$ cat config.mk
export PLATFORM = sky130hd
export DESIGN_NAME = gapclk_gen
export DESIGN_NICKNAME = d
export VERILOG_FILES = /design/src/rtl/gapclk_pkg.sv /design/src/rtl/gapclk_minor.sv /design/src/rtl/gapclk_major.sv /design/src/rtl/gapclk_gen.sv
export SDC_FILE = /design/constraint.sdc
export NUM_CORES = 1
export LEC_CHECK = 0
export ABC_CLOCK_PERIOD_IN_PS = 3300
export BUFFER_PORTS_ARGS = -buffer_cell sky130_fd_sc_hd__buf_2
export CAP_MARGIN = 5
export CELL_PAD_IN_SITES_DETAIL_PLACEMENT = 1
export CELL_PAD_IN_SITES_GLOBAL_PLACEMENT = 2
export CORE_AREA = 4 4 52 54
export DETAILED_ROUTE_END_ITERATION = 10
export DIE_AREA = 0 0 56 58
export PLACE_DENSITY = 0.8
export SLEW_MARGIN = 10
export SYNTH_ARGS = -nofsm -noshare
export SYNTH_HDL_FRONTEND = slang
export SYNTH_SLANG_ARGS = --single-unit
$ cat constraint.sdc
create_clock -name clk -period 3.3 [get_ports clk]
set_input_delay 0.165 -clock clk [delete_from_list [all_inputs] [get_ports clk]]
set_output_delay 0.165 -clock clk [all_outputs]
set_load 0.05 [all_outputs]
$ cat src/rtl/gapclk_pkg.sv
// Package: shared types and minor-pattern shapes for the gapped clock generator.
// Assumes every burst length is at least 1 and that burst plus gap fits in POS_W bits.
package gapclk_pkg;

    localparam int POS_W = 3;

    typedef enum logic [1:0] {
        MINOR_P1 = 2'd0,
        MINOR_P2 = 2'd1,
        MINOR_P3 = 2'd2
    } minor_e;

    typedef enum logic {
        MAJ_A = 1'b0,
        MAJ_B = 1'b1
    } major_e;

    // Number of active cycles in a minor pattern.
    function automatic logic [POS_W-1:0] burst_len(minor_e k);
        case (k)
            MINOR_P1: return POS_W'(7);
            MINOR_P2: return POS_W'(5);
            default:  return POS_W'(6);
        endcase
    endfunction

    // Whether an idle cycle follows the burst.
    function automatic logic has_gap(minor_e k);
        return (k != MINOR_P3);
    endfunction

endpackage

$ cat src/rtl/gapclk_minor.sv
// Minor pattern player: walks one minor pattern cycle by cycle.
// Reports whether the current position is active and whether it is the final one.
// Assumes the kind input changes only at the edge where the pattern wraps.
module gapclk_minor
    import gapclk_pkg::*;
(
    input  logic   clk,
    input  logic   rst_n,
    input  logic   adv,
    input  minor_e kind,
    output logic   en,
    output logic   last
);
    logic [POS_W-1:0] pos_q;
    logic [POS_W-1:0] burst;
    logic [POS_W-1:0] final_pos;

    // Decode the shape of the current minor pattern.
    always_comb begin
        burst     = burst_len(kind);
        final_pos = has_gap(kind) ? burst : burst - POS_W'(1);
        en        = (pos_q < burst);
        last      = (pos_q == final_pos);
    end

    // Step the position within the minor pattern; wrap on its final cycle.
    always_ff @(posedge clk) begin
        if (!rst_n)
            pos_q <= '0;
        else if (adv)
            pos_q <= last ? '0 : pos_q + POS_W'(1);
    end

    // An idle cycle is always followed by an active one.
    assert_no_double_gap_R10: assert property (@(posedge clk) disable iff (!rst_n)
        (adv && !en) |=> en);

    // Position held when not advancing.
    assert_pos_hold_R9: assert property (@(posedge clk) disable iff (!rst_n)
        !adv |=> $stable(pos_q));

endmodule

$ cat src/rtl/gapclk_major.sv
// Major pattern sequencer: plays P1, P2 and P3, each repeated its own count.
// The count table is picked by the selected major pattern.
// Assumes every repeat count is at least 1 and fits in REP_W bits.
module gapclk_major
    import gapclk_pkg::*;
#(
    parameter int A_REP_P1 = 60,
    parameter int A_REP_P2 = 40,
    parameter int A_REP_P3 = 1,
    parameter int B_REP_P1 = 63,
    parameter int B_REP_P2 = 35,
    parameter int B_REP_P3 = 1
) (
    input  logic   clk,
    input  logic   rst_n,
    input  logic   adv,
    input  major_e sel,
    input  logic   minor_last,
    output minor_e kind,
    output logic   major_last
);
    localparam int MAX_AB = (A_REP_P1 > B_REP_P1) ? A_REP_P1 : B_REP_P1;
    localparam int MAX_2  = (A_REP_P2 > B_REP_P2) ? A_REP_P2 : B_REP_P2;
    localparam int MAX_3  = (A_REP_P3 > B_REP_P3) ? A_REP_P3 : B_REP_P3;
    localparam int MAX_12 = (MAX_AB > MAX_2) ? MAX_AB : MAX_2;
    localparam int REP_MAX = (MAX_12 > MAX_3) ? MAX_12 : MAX_3;
    localparam int REP_W   = $clog2(REP_MAX + 1);
    localparam int NSEG    = 3;

    logic [1:0]       seg_q;
    logic [REP_W-1:0] rep_q;
    logic [REP_W-1:0] rep_lim;
    logic             seg_done;

    // Select the repeat count of the current segment for the selected major.
    always_comb begin
        case ({sel, seg_q})
            {MAJ_A, 2'd0}: rep_lim = REP_W'(A_REP_P1);
            {MAJ_A, 2'd1}: rep_lim = REP_W'(A_REP_P2);
            {MAJ_A, 2'd2}: rep_lim = REP_W'(A_REP_P3);
            {MAJ_B, 2'd0}: rep_lim = REP_W'(B_REP_P1);
            {MAJ_B, 2'd1}: rep_lim = REP_W'(B_REP_P2);
            default:       rep_lim = REP_W'(B_REP_P3);
        endcase
    end

    // Map segment to minor kind and flag the final cycle of the major pattern.
    always_comb begin
        case (seg_q)
            2'd0:    kind = MINOR_P1;
            2'd1:    kind = MINOR_P2;
            default: kind = MINOR_P3;
        endcase
        seg_done   = minor_last && (rep_q == rep_lim - REP_W'(1));
        major_last = seg_done && (seg_q == 2'(NSEG - 1));
    end

    // Count repeats and move to the next segment when a segment completes.
    always_ff @(posedge clk) begin
        if (!rst_n) begin
            seg_q <= '0;
            rep_q <= '0;
        end else if (adv && minor_last) begin
            if (seg_done) begin
                rep_q <= '0;
                seg_q <= (seg_q == 2'(NSEG - 1)) ? 2'd0 : seg_q + 2'd1;
            end else begin
                rep_q <= rep_q + REP_W'(1);
            end
        end
    end

    // The repeat counter stays inside the count of the current segment.
    assert_rep_bound_R5: assert property (@(posedge clk) disable iff (!rst_n)
        rep_q < rep_lim);

    // After the final cycle of a major, the next one starts at the first P1.
    assert_major_wrap_R8: assert property (@(posedge clk) disable iff (!rst_n)
        (adv && major_last) |=> (seg_q == 2'd0 && rep_q == '0));

endmodule

$ cat src/rtl/gapclk_gen.sv
// Gapped clock pattern generator top level.
// Sequences the super pattern (A repeated A_PLAYS times, then B) and gates the outputs with run and reset.
// Assumes the reference clock is the 51.84 MHz line rate and run is synchronous to it.
module gapclk_gen
    import gapclk_pkg::*;
#(
    parameter int A_REP_P1 = 60,
    parameter int A_REP_P2 = 40,
    parameter int A_REP_P3 = 1,
    parameter int A_PLAYS  = 2
) (
    input  logic clk,
    input  logic rst_n,
    input  logic run,
    output logic gclk_en,
    output logic minor_end,
    output logic major_end,
    output logic super_end
);
    localparam int SUPER_LEN = A_PLAYS + 1;
    localparam int SP_W      = $clog2(SUPER_LEN);

    logic [SP_W-1:0] sp_q;
    major_e          sel;
    minor_e          kind;
    logic            m_en;
    logic            m_last;
    logic            maj_last;
    logic            sp_last;

    gapclk_minor u_minor (
        .clk   (clk),
        .rst_n (rst_n),
        .adv   (run),
        .kind  (kind),
        .en    (m_en),
        .last  (m_last)
    );

    gapclk_major #(
        .A_REP_P1 (A_REP_P1),
        .A_REP_P2 (A_REP_P2),
        .A_REP_P3 (A_REP_P3)
    ) u_major (
        .clk        (clk),
        .rst_n      (rst_n),
        .adv        (run),
        .sel        (sel),
        .minor_last (m_last),
        .kind       (kind),
        .major_last (maj_last)
    );

    // Choose A for the first A_PLAYS majors, then B.
    always_comb begin
        sp_last = (sp_q == SP_W'(SUPER_LEN - 1));
        sel     = sp_last ? MAJ_B : MAJ_A;
    end

    // Step through the majors of the super pattern.
    always_ff @(posedge clk) begin
        if (!rst_n)
            sp_q <= '0;
        else if (run && maj_last)
            sp_q <= sp_last ? '0 : sp_q + SP_W'(1);
    end

    // Gate the enable and the strobes with run and reset.
    always_comb begin
        gclk_en   = rst_n && run && m_en;
        minor_end = rst_n && run && m_last;
        major_end = rst_n && run && maj_last;
        super_end = rst_n && run && maj_last && sp_last;
    end

    // A super boundary is also a major and a minor boundary.
    assert_super_nest_R8: assert property (@(posedge clk) disable iff (!rst_n)
        super_end |-> (major_end && minor_end));

    // The super pattern restarts at the first A.
    assert_super_wrap_R7: assert property (@(posedge clk) disable iff (!rst_n)
        super_end |=> (sp_q == '0));

    // Paused: major position held.
    assert_pause_hold_R9: assert property (@(posedge clk) disable iff (!rst_n)
        !run |=> $stable(sp_q));

endmodule

* Word-level counts from Yosys, hierarchy flattened
Index checks and enable logic that the tools add are counted.
** Word-level totals
- Flip-flop bits (word level) :: 13
- Output and inout bits :: 4
- Logic and storage cells :: 43
** Operators by class
- Add/subtract/negate cells :: 6
- Order comparisons :: 1
- Equal/unequal tests :: 10
- Mux-type cells :: 9
- Reduce and logical (&&, ||, !) cells :: 13
** Operators by type and width (number)
- 6-bit case mux with 4 select lines :: 1
- 1-bit logical AND :: 9
- 2-bit case mux with 2 select lines :: 2
- 6-bit by 1-bit adder with 6-bit output (second input constant) :: 1
- 3-bit equality test (second input constant) :: 2
- 6-bit equality test :: 1
- 3-bit 2-to-1 mux :: 2
- 6-bit 2-to-1 mux :: 1
- 6-bit by 1-bit subtractor with 6-bit output (second input constant) :: 1
- 2-bit by 1-bit adder with 2-bit output (second input constant) :: 2
- 2-bit by 1-bit equality test with 1-bit output (second input constant) :: 2
- 2-bit equality test (second input constant) :: 2
- 2-bit zero test :: 2
- 2-bit 2-to-1 mux :: 2
- 3-bit by 1-bit adder with 3-bit output (second input constant) :: 1
- 3-bit by 1-bit equality test with 1-bit output (second input constant) :: 1
- 3-bit equality test :: 1
- 3-bit zero test :: 1
- 3-bit less-than comparator :: 1
- 3-bit by 1-bit subtractor with 3-bit output (second input constant) :: 1
- 2-bit inequality test (second input constant) :: 1
- 2-bit AND reduction :: 1
- 1-bit 2-to-1 mux :: 1

* Logic depth before layout (Yosys ltp)
- Depth after elaboration :: 11
- Depth in mapped cells :: 6
- Gate-level depth less buffers :: 5

* By module
Synthesis repeated with hierarchy kept, for this count alone.
** Unflattened totals
- Cells, all modules :: 100
- Area total of the unflattened synthesis :: 870.8 sq um
** Modules (own cells, without submodules)
- gapclk_major :: instances 1, cells each 58, area each 483.0 sq um, seq. area each 160.2 sq um
- gapclk_minor :: instances 1, cells each 29, area each 261.5 sq um, seq. area each 60.1 sq um
- gapclk_gen :: instances 1, cells each 13, area each 126.4 sq um, seq. area each 40.0 sq um

* Worst setup path before layout
No wires, ideal clock.
- Path type :: reg-to-output
- Start :: register u_major.rep_q[2]
- End :: output port super_end
- Arrival time :: 3.341 ns
- Required time :: 3.135 ns
- Setup slack :: -0.206 ns
- Stages on the path, launching flop included :: 6
- Path buffers :: 0
- Cells stage by stage :: dfxtp_1 -> mux2_2 -> o31ai_2 -> o2111ai_4 -> nor4_1 -> and2_1
** Between the ends
- Longest elaborated chain between the ends :: 5
** RTL lines
- start, declared :: RTL line gapclk_major.sv:31 : logic [REP_W-1:0] rep_q;
- start signal, assigned :: RTL line gapclk_major.sv:68 : rep_q <= rep_q + REP_W'(1);
- 6-bit equality test :: RTL line gapclk_major.sv:54 : seg_done = minor_last && (rep_q == rep_lim - REP_W'(1));
- 1-bit logical AND :: RTL line gapclk_major.sv:54
- 1-bit logical AND :: RTL line gapclk_major.sv:55 : major_last = seg_done && (seg_q == 2'(NSEG - 1));
- 1-bit logical AND
- net major_end :: RTL line gapclk_gen.sv:17 : output logic major_end,
- 1-bit logical AND :: RTL line gapclk_gen.sv:73 : super_end = rst_n && run && maj_last && sp_last;
- end, declared :: RTL line gapclk_gen.sv:18 : output logic super_end
The timed path passes the listed nets, and every way through them passes these cells.

* Worst setup path in the final report
- Start :: register u_major.seg_q[1]
- End :: output port super_end
** Between the ends
- Longest elaborated chain between the ends :: 11
- Elaborated cells on any way between the ends :: 22
** RTL lines
- start, declared :: RTL line gapclk_major.sv:30 : logic [1:0] seg_q;
- start signal, assigned :: RTL line gapclk_major.sv:66 : seg_q <= (seg_q == 2'(NSEG - 1)) ? 2'd0 : seg_q + 2'd1;
- 2-bit by 1-bit equality test with 1-bit output / 2-bit zero test (equally long branches) :: RTL line gapclk_major.sv:49 : case (seg_q)
- 2-bit case mux with 2 select lines :: RTL line gapclk_major.sv:49
- 2-bit by 1-bit equality test with 1-bit output / 2-bit zero test (equally long branches) :: RTL line gapclk_pkg.sv:20 : case (k)
- 2-bit case mux with 2 select lines :: RTL line gapclk_pkg.sv:20
- 3-bit by 1-bit subtractor with 3-bit output :: RTL line gapclk_minor.sv:21 : final_pos = has_gap(kind) ? burst : burst - POS_W'(1);
- 3-bit 2-to-1 mux :: RTL line gapclk_minor.sv:21
- 3-bit equality test :: RTL line gapclk_minor.sv:23 : last = (pos_q == final_pos);
- 1-bit logical AND :: RTL line gapclk_major.sv:54
- 1-bit logical AND (*) :: RTL line gapclk_major.sv:55
- 1-bit logical AND (*) (2 in a row) :: RTL line gapclk_gen.sv:73
Mark *: on every way between the ends. The rest lies on a longest branch, timed or not.

==> results.ini <==
[floorplan]
start_util = 0.356
io_pins = 7
rows = 17
core-area_um2 = 2210
die_area_um2 = 3250
fp.dieH_um = 58
die_width_um = 56

[final_layout]
diodes = 0
layout_commonest_cell = dfxtp_1
final_cell_count_no_fill = 124
nNetsFinal = 103
most-common-layout-cells = dfxtp_1 (13), nor2_1 (10), nand2_1 (9), buf_2 (6)
final_layout_size_suffix_gt1_frac = 0.177
design_area_um2 = 868
area.growth.synth_to_final_pct = 10.3

[sta]
drv_slew = 0
slew-limit-headroom = 0.669
tightestPinTransition_ns = 0.493
fin_crit_ns = 2.53
finalHoldViolations = 0
fmax_mhz = 395
period_share = 0.768
final-setup-viol-count = 0
finalClockSkew_ns = 0.00296
finalSetupTns_ns = 0
rsz0062_at_grt = no

[critical_path]
cp_max_fo = 13
crit_chain = nor3_1 > nor3_4 > o2111ai_4 > nor4_2 > and2_1 > buf_2
slowest_delay_ns = 0.59
reg2regPathDepth = 5
crit_required_ns = 3.13
path_class = reg2out
crit_family = simple AND/OR/NAND/NOR gates
cp-end-kind = output pin
timing.critical_path.buf_inv = 1
crit_path_start_kind = flop
worst_r2r_endpoint = u_major.seg_q[0]
worstPathArrival_ns = 2.37
setup.worst_path.start = u_major.seg_q[1]
r2r_start = u_major.seg_q[1]
slowest_stage = dfxtp_1
rrSetupSlack_ns = 1.18

[pwr]
switchingPower_w = 0.0000668
power_frac_comb = 0.066
p_seq_frac = 0.583
powerDensity_nw_per_um2 = 322
p_int_w = 0.000213
max-vdd-ir-drop_v = 0.000205
clockPowerShare = 0.350
leakage_nw = 0.304
swShare = 0.239

[yosys]
synth_enable_flop_cells = 0
ys.flop_type = dfxtp_1
ys_seq_elements = 13
postSynthCellCount = 88
syn_area_um2 = 787
synthesis.nets = 94
synth_cell_type_count = 36
yosysSeqAreaShare = 0.331
syn_avg_cell_area_um2 = 8.94
async_reset_ff_frac = 0
yosys_warnings = 0

[worst_hold_path]
hp-class = in2reg
hold_path_depth = 3
hold_end = u_major.seg_q[1]
hold_start = rst_n

[clock_tree]
root_buffer = clkbuf_4
ctsResizeCount = 0
ctsHtreeMaxLevel = 1
postCtsHoldBufs = 0
clock_sinks = 13
clockBufferDepth = 2
numCtsBuffers = 3
cts_setup_buffers = 0
path_clk_slew_ns = 0.08
clk_latency_ns = 0.27
tritoncts = built

[detailed_routing]
wl_um = 1660
final_antenna_net_count = 0
drtIter0Drc = 6
routed_via_density = 5.31
drc = 0
dr_total_vias = 659
dr.pass1.iters = 2
routedWlPerCell_um = 13.4

[global_routing]
grt_pass1_vias = 696
grt_overflow = 0
antenna_found_initial = 0
grt_max_degree = 14
grt.total_usage = 0.120
grt_pass1_wl_um = 3100

[outcome]
status = completed

[place]
io_buffers = 6
dp_hpwl_um = 1260
dp.cells = 120
placed_area_um2 = 842
gp_congestion = 0.707

[run]
max_cap_violations = 0

==> sequential cells by signal (all words and copies together) (netlist names) <==
name and flops:
sp_q 2, u_major.seg_q 2, u_major.rep_q 6, u_minor.pos_q 3
==> logic make-up (layout without fill, tap and decap cells) <==
family	after synthesis	after routing	share of synthesized area
compound gates	16	16	0.169
fa+ha+maj	3	3	0.0477
buf+inv	3	11	0.0254
xor+xnor	6	6	0.0668
mux	5	5	0.0668
simple gates	42	42	0.294
flops	13	13	0.331
==> final cells by class <==
type	count	area, um^2
well taps	28	35.0
inverters	1	3.75
fillers	280	1340
clock buffers	4	26.3
flip-flops and latches	13	260
repair buffers	6	30.0
multi-input cells	72	513
==> worst max path at each step <==
stage                end  slack [ns]  depth (start not counted)
2_1_floorplan  super_end        0.43                          5
3_3_place_gp   super_end        1.12                          6
3_5_place_dp   super_end        1.05                          6
4_1_cts        super_end        0.72                          6
5_1_grt        super_end        0.48                          6
6_report       super_end        0.77                          6
==> routing by layer <==
metal	track usage	routed length (um)	vias up
li1	-	-	333
met1	0.148	797	317
met2	0.205	799	9
met3	0.0401	60	0
met4	0.0203	0	0
met5	0	0	-
==> per-stage QoR <==
stage                     total power (W)  worst slack (ns)  utilization  hold WS (ns)
after CTS                        0.000288             0.722        0.393         0.194
final                            0.000280             0.766        0.393         0.204
after global routing             0.000301             0.478        0.393         0.200
after floorplan                  0.000178             0.428            -         0.302
after global placement           0.000185              1.12        0.381         0.467
after detailed placement         0.000186              1.05        0.381         0.470
==> synth_stat cells (2+ instances only) <==
master / n / area, um^2
nor4_1: 2 / 12.5
xnor2_1: 2 / 17.5
mux2i_1: 3 / 30.0
ha_1: 3 / 37.5
xor2_1: 4 / 35.0
a21oi_1: 3 / 15.0
and3_1: 2 / 12.5
o21a_1: 2 / 15.0
o21ai_0: 4 / 20.0
nand4_1: 2 / 12.5
mux2_2: 2 / 22.5
nor3_1: 3 / 15.0
nand3b_1: 2 / 15.0
nor2b_1: 2 / 12.5
or3_1: 2 / 12.5
dfxtp_1: 13 / 260
nand2_1: 9 / 33.8
nor2_1: 10 / 37.5
==> worst min-delay path: stages <==
cell and delay [ns]:
buf_2 0.15, nand2_1 0.07, o31ai_1 0.05
==> power by group through the flow <==
| stage | clock network, W | logic [W] | registers [W] |
|---|---|---|---|
| final | 0.0000979 | 0.0000186 | 0.000163 |
| after global placement | 0 | 0.0000182 | 0.000167 |
| after detailed placement | 0 | 0.0000188 | 0.000167 |
| after floorplan | 0 | 0.0000126 | 0.000166 |
| after CTS | 0.000106 | 0.0000189 | 0.000163 |
| after global routing | 0.000116 | 0.0000211 | 0.000164 |
(Power assumes the default switching activity.)
